**src/rtl/aclink_infrm_pkg.sv**
```systemverilog
package aclink_infrm_pkg;

  localparam int TAG_BITS  = 16;
  localparam int SLOT_BITS = 20;
  localparam int DATA_SLOTS = 12;

  typedef logic [SLOT_BITS-1:0] slot_word_t;

  typedef enum logic [1:0] {
    RES_16  = 2'd0,
    RES_18  = 2'd1,
    RES_20  = 2'd2,
    RES_20X = 2'd3
  } res_e;

  typedef struct packed {
    logic             ready;
    res_e             res;
    logic [TAG_BITS-1:0] tag;
    slot_word_t       w1;
    slot_word_t       w2;
    slot_word_t       w3;
    slot_word_t       w4;
  } snap_t;

  // Number of low positions forced to zero for a resolution.
  function automatic int unsigned pad_bits(res_e r);
    case (r)
      RES_16:  return 4;
      RES_18:  return 2;
      default: return 0;
    endcase
  endfunction

  // Keep the MSB-aligned sample and zero its tail.
  function automatic slot_word_t justify(slot_word_t s, res_e r);
    slot_word_t keep;
    keep = '1;
    keep = keep << pad_bits(r);
    return s & keep;
  endfunction

  function automatic logic [TAG_BITS-1:0] build_tag(logic rdy, logic rdv,
                                                    logic lv, logic rv);
    logic [TAG_BITS-1:0] t;
    t = '0;
    t[TAG_BITS-1] = rdy;
    t[TAG_BITS-2] = rdv;
    t[TAG_BITS-3] = rdv;
    t[TAG_BITS-4] = lv;
    t[TAG_BITS-5] = rv;
    return t;
  endfunction

endpackage

```
**src/rtl/aclink_sync_edge.sv**
```systemverilog
module aclink_sync_edge (
  input  logic clk,
  input  logic rst_n,
  input  logic sync_in,
  output logic start_o
);
  logic sync_q;

  always_ff @(posedge clk or negedge rst_n) begin
    if (!rst_n) sync_q <= 1'b0;
    else        sync_q <= sync_in;
  end

  assign start_o = sync_in & ~sync_q;

  // two starts never occur on consecutive edges
  p_no_double_start_r2: assert property (@(posedge clk) disable iff (!rst_n)
    start_o |=> !start_o);

endmodule

```
**src/rtl/aclink_slot_counter.sv**
```systemverilog
module aclink_slot_counter #(
  parameter int TAG_W   = 16,
  parameter int SLOT_W  = 20,
  parameter int NSLOTS  = 12,
  localparam int SIW    = $clog2(NSLOTS + 1),
  localparam int BPW    = $clog2((TAG_W > SLOT_W) ? TAG_W : SLOT_W)
) (
  input  logic           clk,
  input  logic           rst_n,
  input  logic           start_i,
  output logic           active_o,
  output logic [SIW-1:0] slot_o,
  output logic [BPW-1:0] bitpos_o
);
  localparam logic [SIW-1:0] LAST_SLOT = SIW'(NSLOTS);
  localparam logic [BPW-1:0] TAG_TOP   = BPW'(TAG_W - 1);
  localparam logic [BPW-1:0] SLOT_TOP  = BPW'(SLOT_W - 1);

  logic slot_done, frame_done;
  assign slot_done  = (bitpos_o == '0);
  assign frame_done = slot_done && (slot_o == LAST_SLOT);

  always_ff @(posedge clk or negedge rst_n) begin
    if (!rst_n) begin
      active_o <= 1'b0;
      slot_o   <= '0;
      bitpos_o <= '0;
    end else if (start_i) begin
      active_o <= 1'b1;
      slot_o   <= '0;
      bitpos_o <= TAG_TOP;
    end else if (active_o) begin
      if (frame_done) begin
        active_o <= 1'b0;
        slot_o   <= '0;
      end else if (slot_done) begin
        slot_o   <= slot_o + 1'b1;
        bitpos_o <= SLOT_TOP;
      end else begin
        bitpos_o <= bitpos_o - 1'b1;
      end
    end
  end

  p_start_loads_r1: assert property (@(posedge clk) disable iff (!rst_n)
    start_i |=> (active_o && slot_o == '0 && bitpos_o == TAG_TOP));

  p_slot_wrap_r1: assert property (@(posedge clk) disable iff (!rst_n)
    (active_o && !start_i && bitpos_o == '0 && slot_o != LAST_SLOT)
      |=> (bitpos_o == SLOT_TOP && slot_o == $past(slot_o) + 1'b1));

  p_frame_end_r2: assert property (@(posedge clk) disable iff (!rst_n)
    (active_o && !start_i && slot_o == LAST_SLOT && bitpos_o == '0)
      |=> !active_o);

endmodule

```
**src/rtl/aclink_frame_snap.sv**
```systemverilog
module aclink_frame_snap
  import aclink_infrm_pkg::*;
(
  input  logic       clk,
  input  logic       rst_n,
  input  logic       start_i,
  input  logic       ready_i,
  input  logic [1:0] res_i,
  input  logic       rd_valid_i,
  input  slot_word_t rd_addr_i,
  input  slot_word_t rd_data_i,
  input  logic       lv_i,
  input  slot_word_t left_i,
  input  logic       rv_i,
  input  slot_word_t right_i,
  output snap_t      snap_o
);
  snap_t nxt;
  res_e  r;

  always_comb begin
    r          = res_e'(res_i);
    nxt.ready  = ready_i;
    nxt.res    = r;
    nxt.tag    = build_tag(ready_i, rd_valid_i, lv_i, rv_i);
    nxt.w1     = rd_valid_i ? rd_addr_i : '0;
    nxt.w2     = rd_valid_i ? rd_data_i : '0;
    nxt.w3     = lv_i ? justify(left_i, r)  : '0;
    nxt.w4     = rv_i ? justify(right_i, r) : '0;
  end

  always_ff @(posedge clk or negedge rst_n) begin
    if (!rst_n)       snap_o <= '0;
    else if (start_i) snap_o <= nxt;
  end

  p_hold_r8: assert property (@(posedge clk) disable iff (!rst_n)
    !start_i |=> $stable(snap_o));

endmodule

```
**src/rtl/aclink_bit_select.sv**
```systemverilog
module aclink_bit_select
  import aclink_infrm_pkg::*;
#(
  parameter int TAG_W  = 16,
  parameter int SLOT_W = 20,
  parameter int NSLOTS = 12,
  localparam int SIW   = $clog2(NSLOTS + 1),
  localparam int BPW   = $clog2((TAG_W > SLOT_W) ? TAG_W : SLOT_W),
  localparam int TIW   = $clog2(TAG_W),
  localparam int NWORD = 2 ** SIW
) (
  input  logic           clk,
  input  logic           rst_n,
  input  logic           active_i,
  input  logic [SIW-1:0] slot_i,
  input  logic [BPW-1:0] bitpos_i,
  input  snap_t          snap_i,
  output logic           bit_o
);
  logic [SLOT_W-1:0] words [NWORD];

  for (genvar g = 0; g < NWORD; g++) begin : g_word
    if (g == 1)      begin : g_s1 assign words[g] = snap_i.w1; end
    else if (g == 2) begin : g_s2 assign words[g] = snap_i.w2; end
    else if (g == 3) begin : g_s3 assign words[g] = snap_i.w3; end
    else if (g == 4) begin : g_s4 assign words[g] = snap_i.w4; end
    else             begin : g_z  assign words[g] = '0;        end
  end

  logic tag_bit, data_bit;
  assign tag_bit  = snap_i.tag[bitpos_i[TIW-1:0]];
  assign data_bit = words[slot_i][bitpos_i];
  assign bit_o    = (slot_i == '0) ? tag_bit : data_bit;

  // unused and reserved slots stay zero
  p_reserved_zero_r7: assert property (@(posedge clk) disable iff (!rst_n)
    (active_i && slot_i >= SIW'(5)) |-> !bit_o);

  // tail below 16-bit resolution is zero in the audio slots
  p_tail_zero_r6: assert property (@(posedge clk) disable iff (!rst_n)
    (active_i && (slot_i == SIW'(3) || slot_i == SIW'(4)) &&
     snap_i.res == RES_16 && bitpos_i < BPW'(4)) |-> !bit_o);

endmodule

```
**src/rtl/aclink_infrm_ser.sv**
```systemverilog
module aclink_infrm_ser
  import aclink_infrm_pkg::*;
(
  input  logic        clk_bit,
  input  logic        rst_n,
  input  logic        sync_in,
  input  logic        codec_ready_i,
  input  logic [1:0]  res_sel_i,
  input  logic        rd_valid_i,
  input  logic [19:0] rd_addr_i,
  input  logic [19:0] rd_data_i,
  input  logic        left_valid_i,
  input  logic [19:0] left_sample_i,
  input  logic        right_valid_i,
  input  logic [19:0] right_sample_i,
  output logic        sdata_o
);
  localparam int SIW = $clog2(DATA_SLOTS + 1);
  localparam int BPW = $clog2((TAG_BITS > SLOT_BITS) ? TAG_BITS : SLOT_BITS);

  logic           frame_start;
  logic           frame_active;
  logic [SIW-1:0] cur_slot;
  logic [BPW-1:0] cur_bit;
  logic           next_bit;
  snap_t          snap;

  aclink_sync_edge u_edge (
    .clk(clk_bit), .rst_n(rst_n), .sync_in(sync_in), .start_o(frame_start)
  );

  aclink_slot_counter #(.TAG_W(TAG_BITS), .SLOT_W(SLOT_BITS), .NSLOTS(DATA_SLOTS)) u_cnt (
    .clk(clk_bit), .rst_n(rst_n), .start_i(frame_start),
    .active_o(frame_active), .slot_o(cur_slot), .bitpos_o(cur_bit)
  );

  aclink_frame_snap u_snap (
    .clk(clk_bit), .rst_n(rst_n), .start_i(frame_start),
    .ready_i(codec_ready_i), .res_i(res_sel_i),
    .rd_valid_i(rd_valid_i), .rd_addr_i(rd_addr_i), .rd_data_i(rd_data_i),
    .lv_i(left_valid_i), .left_i(left_sample_i),
    .rv_i(right_valid_i), .right_i(right_sample_i),
    .snap_o(snap)
  );

  aclink_bit_select #(.TAG_W(TAG_BITS), .SLOT_W(SLOT_BITS), .NSLOTS(DATA_SLOTS)) u_sel (
    .clk(clk_bit), .rst_n(rst_n), .active_i(frame_active),
    .slot_i(cur_slot), .bitpos_i(cur_bit), .snap_i(snap), .bit_o(next_bit)
  );

  always_ff @(posedge clk_bit or negedge rst_n) begin
    if (!rst_n) sdata_o <= 1'b0;
    else        sdata_o <= frame_active & next_bit;
  end

  p_idle_zero_r2: assert property (@(posedge clk_bit) disable iff (!rst_n)
    !frame_active |=> !sdata_o);

  p_tag_ready_r3: assert property (@(posedge clk_bit) disable iff (!rst_n)
    (frame_active && cur_slot == '0 && cur_bit == BPW'(TAG_BITS - 1))
      |=> (sdata_o == $past(snap.ready)));

endmodule

```
**config.mk**
```make
export PLATFORM = sky130hd
export DESIGN_NAME = aclink_infrm_ser
export DESIGN_NICKNAME = d
export VERILOG_FILES = /design/src/rtl/aclink_infrm_pkg.sv /design/src/rtl/aclink_sync_edge.sv /design/src/rtl/aclink_slot_counter.sv /design/src/rtl/aclink_frame_snap.sv /design/src/rtl/aclink_bit_select.sv /design/src/rtl/aclink_infrm_ser.sv
export SDC_FILE = /design/constraint.sdc
export NUM_CORES = 1
export LEC_CHECK = 0
export BUFFER_PORTS_ARGS = -buffer_cell sky130_fd_sc_hd__buf_2
export CORE_ASPECT_RATIO = 1.1
export CORE_MARGIN = 8
export CORE_UTILIZATION = 40
export DETAILED_ROUTE_END_ITERATION = 10
export SKIP_CTS_REPAIR_TIMING = 1
export SYNTH_ARGS = -nofsm -noshare
export SYNTH_HDL_FRONTEND = slang
export SYNTH_SLANG_ARGS = --single-unit
export TNS_END_PERCENT = 20
```
**constraint.sdc**
```tcl
create_clock -name clk_bit -period 1.9 [get_ports clk_bit]
set_input_delay 0.57 -clock clk_bit [delete_from_list [all_inputs] [get_ports clk_bit]]
set_output_delay 0.57 -clock clk_bit [all_outputs]
set_load 0.005 [all_outputs]
```
==> reports/qor.txt <==
=========================================================================================
Outcome                                                                      finished with violations
Violated checks                                                              setup timing
Net count after synthesis                                                             618
Final critical delay including setup and external delays                          1.90 ns
Layout-stage area growth over the synthesis result                                  23.8%
Final weighted congestion in routability-driven placement                           0.882
Pre-antenna DRT Iters                                                                   4
Post-synth top area share                                                           51.2%
Worst R2R End                                                                     sdata_o
Number of unique standard cell types used by synthesis                                 46
Number of H-tree branching levels                                                       3
Path class of the lowest-slack min-delay path                                 in -> async
Slew @ Worst Pin                                                                 0.513 ns
Post-synthesis sequential area ratio                                                51.2%
Synthesized area per cell                                                        8.92 µm²
Most common cell after layout, fill and taps aside                                nand2_1
Remaining Overflow, GRT                                                                 0
Final count of negative-setup-slack endpoints                                           1
Post-synth top area cell                                                          dfrtp_1
Cells traversed along the worst timing path                                  mux4_1 -> mux2_2 -> a211oi_2 -> o31ai_1 -> nand4_1 -> o31ai_2
Reg2reg path depth                                                                      6
Worst Path Arrival                                                                2.12 ns
Synthesized instance count                                                            526
Static Leakage                                                                    3.00 nW
Warnings from Yosys                                                                     0
Kind of cell with the highest combined delay on the critical path            multiplexers
Proportion of register bits with asynchronous set or reset after synthesis           100%
Setup repair after global routing missed its margin                                   yes
Maximum number of pins on one net before global-route repair                           97
Clock transition at path regs                                                     0.06 ns
Vias in the first global route                                                      4,115
GRT Overall Usage                                                                   16.7%
Worst Hold Margin                                                                0.272 ns
Required time of the critical path                                                2.12 ns
DRC Markers                                                                             0
Max-slew violation count                                                                0
Reg-to-reg setup timing slack                                                   -0.002 ns
# clock sinks                                                                          96
MaxCap Viol Count                                                                       0
Violation count after the first detailed-route iteration                              318
Die Y-Extent                                                                       130 µm
Critical path buffers and inverters                                                     0
Number of clock buffers inserted by TritonCTS                                           9
Floorplan core area                                                            11,400 µm²
Share of final-layout standard cells stronger than drive strength 1                 25.2%
Top flip-flop cell by instance count after synthesis                              dfrtp_1
Final worst path period share                                                        100%
Seq cells post-synth                                                                   96
Routed wire per std cell                                                          16.1 µm
Hpwl dp                                                                           8.96 mm
Synth top area cells                                                         dfrtp_1, nand2_1, nand3_1
Post-layout nets                                                                      709
Layout Utilization                                                                  50.8%
Worst Clk Skew                                                                 0.00286 ns
Worst-path maximum fanout                                                               5
Skew-Pair Late Insertion Delay                                                    0.34 ns
I/O pins                                                                               90
Die area                                                                       15,500 µm²
Slowest stage cell, crit path                                                      mux4_1
Crit Path Class                                                                reg -> reg
Root cell of the clock tree                                                     clkbuf_16
Die width                                                                          119 µm
Pre-CTS setup slack                                                             -0.125 ns
IR Drop Worst-Case VDD                                                           0.385 mV
Total number of vias                                                                4,029
Port buffer count                                                                      89
Rows                                                                                   41
Number of nets with antenna violations after detailed routing                           0
Starting utilization of the core area                                               41.0%
Global-route wire length before repair                                            20.8 mm
Number of diodes added for antenna fixing                                               0
Number of vias per cell                                                              5.22
TritonCTS clock tree                                                                 done
Critical path's largest stage delay                                               0.56 ns
Post-synthesis cell area                                                         4690 µm²
Max-Slew Margin vs Limit                                                            65.8%
Kind of start point of the critical path                                         register
Total Routed Length                                                               12.4 mm
Setup slack after layout                                                      -0.00239 ns
Max frequency                                                                     526 MHz
Most frequent cells in the layout                                            nand2_1, dfrtp_1, buf_2
Number of enable flip-flop cells after synthesis                                        0
Reg-to-reg critical path startpoint                                          u_cnt.bitpos_o[0]
Power density of the placed cells                                              958 nW/µm²
Number of antenna violations at the first check in global routing                       0
Final hold violation count                                                              0
Maximum clock path buffer count                                                         2
Endpoint type of the worst setup path                                            register
=========================================================================================
## flip-flops by register name (all words and copies together), names as in the netlist
register	flops
u_snap.snap_o	84
u_cnt.bitpos_o	5
u_cnt.slot_o	4
sdata_o	1
u_cnt.active_o	1
u_edge.sync_q	1
## logic make-up (layout without fill, tap and decap cells)
| logic type | count (synthesis) | in the layout | share of synthesized area, % |
|---|---|---|---|
| and+or+nand+nor | 289 | 289 | 26.5 |
| DFF | 96 | 96 | 51.2 |
| AOI/OAI and AO/OA | 70 | 70 | 10.1 |
| buffers and inverters | 50 | 146 | 4.96 |
| muxes | 18 | 18 | 6.51 |
| adders and majority gates | 3 | 3 | 0.800 |
## where the power goes
part | switching [W] | total [W] | internal [W] | leakage, nW
Clock | 0.000743 | 0.00183 | 0.00109 | 0.150
Combinational | 0.000678 | 0.00126 | 0.000586 | 1.61
Sequential | 0.000195 | 0.00247 | 0.00228 | 1.24
Total | 0.00162 | 0.00557 | 0.00395 | 3.00
## per-layer routing
layer  global-route usage, %  up-vias  wire length (µm)
met3                    4.22       14               659
li1                        -     1999                 -
met1                    22.0     1915              5770
met5                       0        -                 0
met2                    26.0      101              5840
met4                    6.63        0               169
## through the flow
| stage | power (W) | area (µm²) | cells | TNS, ns |
|---|---|---|---|---|
| detailed placement | 0.00374 | 5470 | 756 | -0.125 |
| CTS | 0.00558 | 5770 | 772 | -0.132 |
| floorplan | 0.00321 | 4690 | 526 | 0 |
| finish | 0.00557 | 5810 | 772 | -0.00239 |
| global route | 0.00587 | 5810 | 772 | -0.229 |
| global placement | 0.00372 | 5470 | 756 | -0.121 |
## cell type report
cell class | count | area [µm²]
Clock buffer | 13 | 260
Clock inverter | 3 | 40.0
Fill cell | 1042 | 5630
Inverter | 5 | 18.8
Multi-Input combinational cell | 380 | 2100
Sequential cell | 96 | 2400
Tap cell | 150 | 188
Timing Repair Buffer | 125 | 801
## worst max path at each step
stage / from / to / slack (ns) / depth (start not counted)
after floorplan: u_cnt.bitpos_o[0] / u_cnt.slot_o[3] / 0.03 / 9
after global placement: u_cnt.bitpos_o[0] / sdata_o / -0.12 / 7
after detailed placement: u_cnt.bitpos_o[0] / sdata_o / -0.13 / 7
after CTS: u_cnt.bitpos_o[0] / sdata_o / -0.13 / 7
after global routing: u_cnt.slot_o[1] / u_cnt.bitpos_o[2] / -0.11 / 8
final: u_cnt.bitpos_o[0] / sdata_o / -0.002 / 6
## cell usage after synthesis (8+ instances only)
master      n
a21oi_1     8
mux2i_1     8
dfrtp_1    96
nand2_1   179
o22ai_1     9
nand3_1    80
o21ai_0    20
clkbuf_1   31
Note: power is estimated with default switching activity, not from simulation.
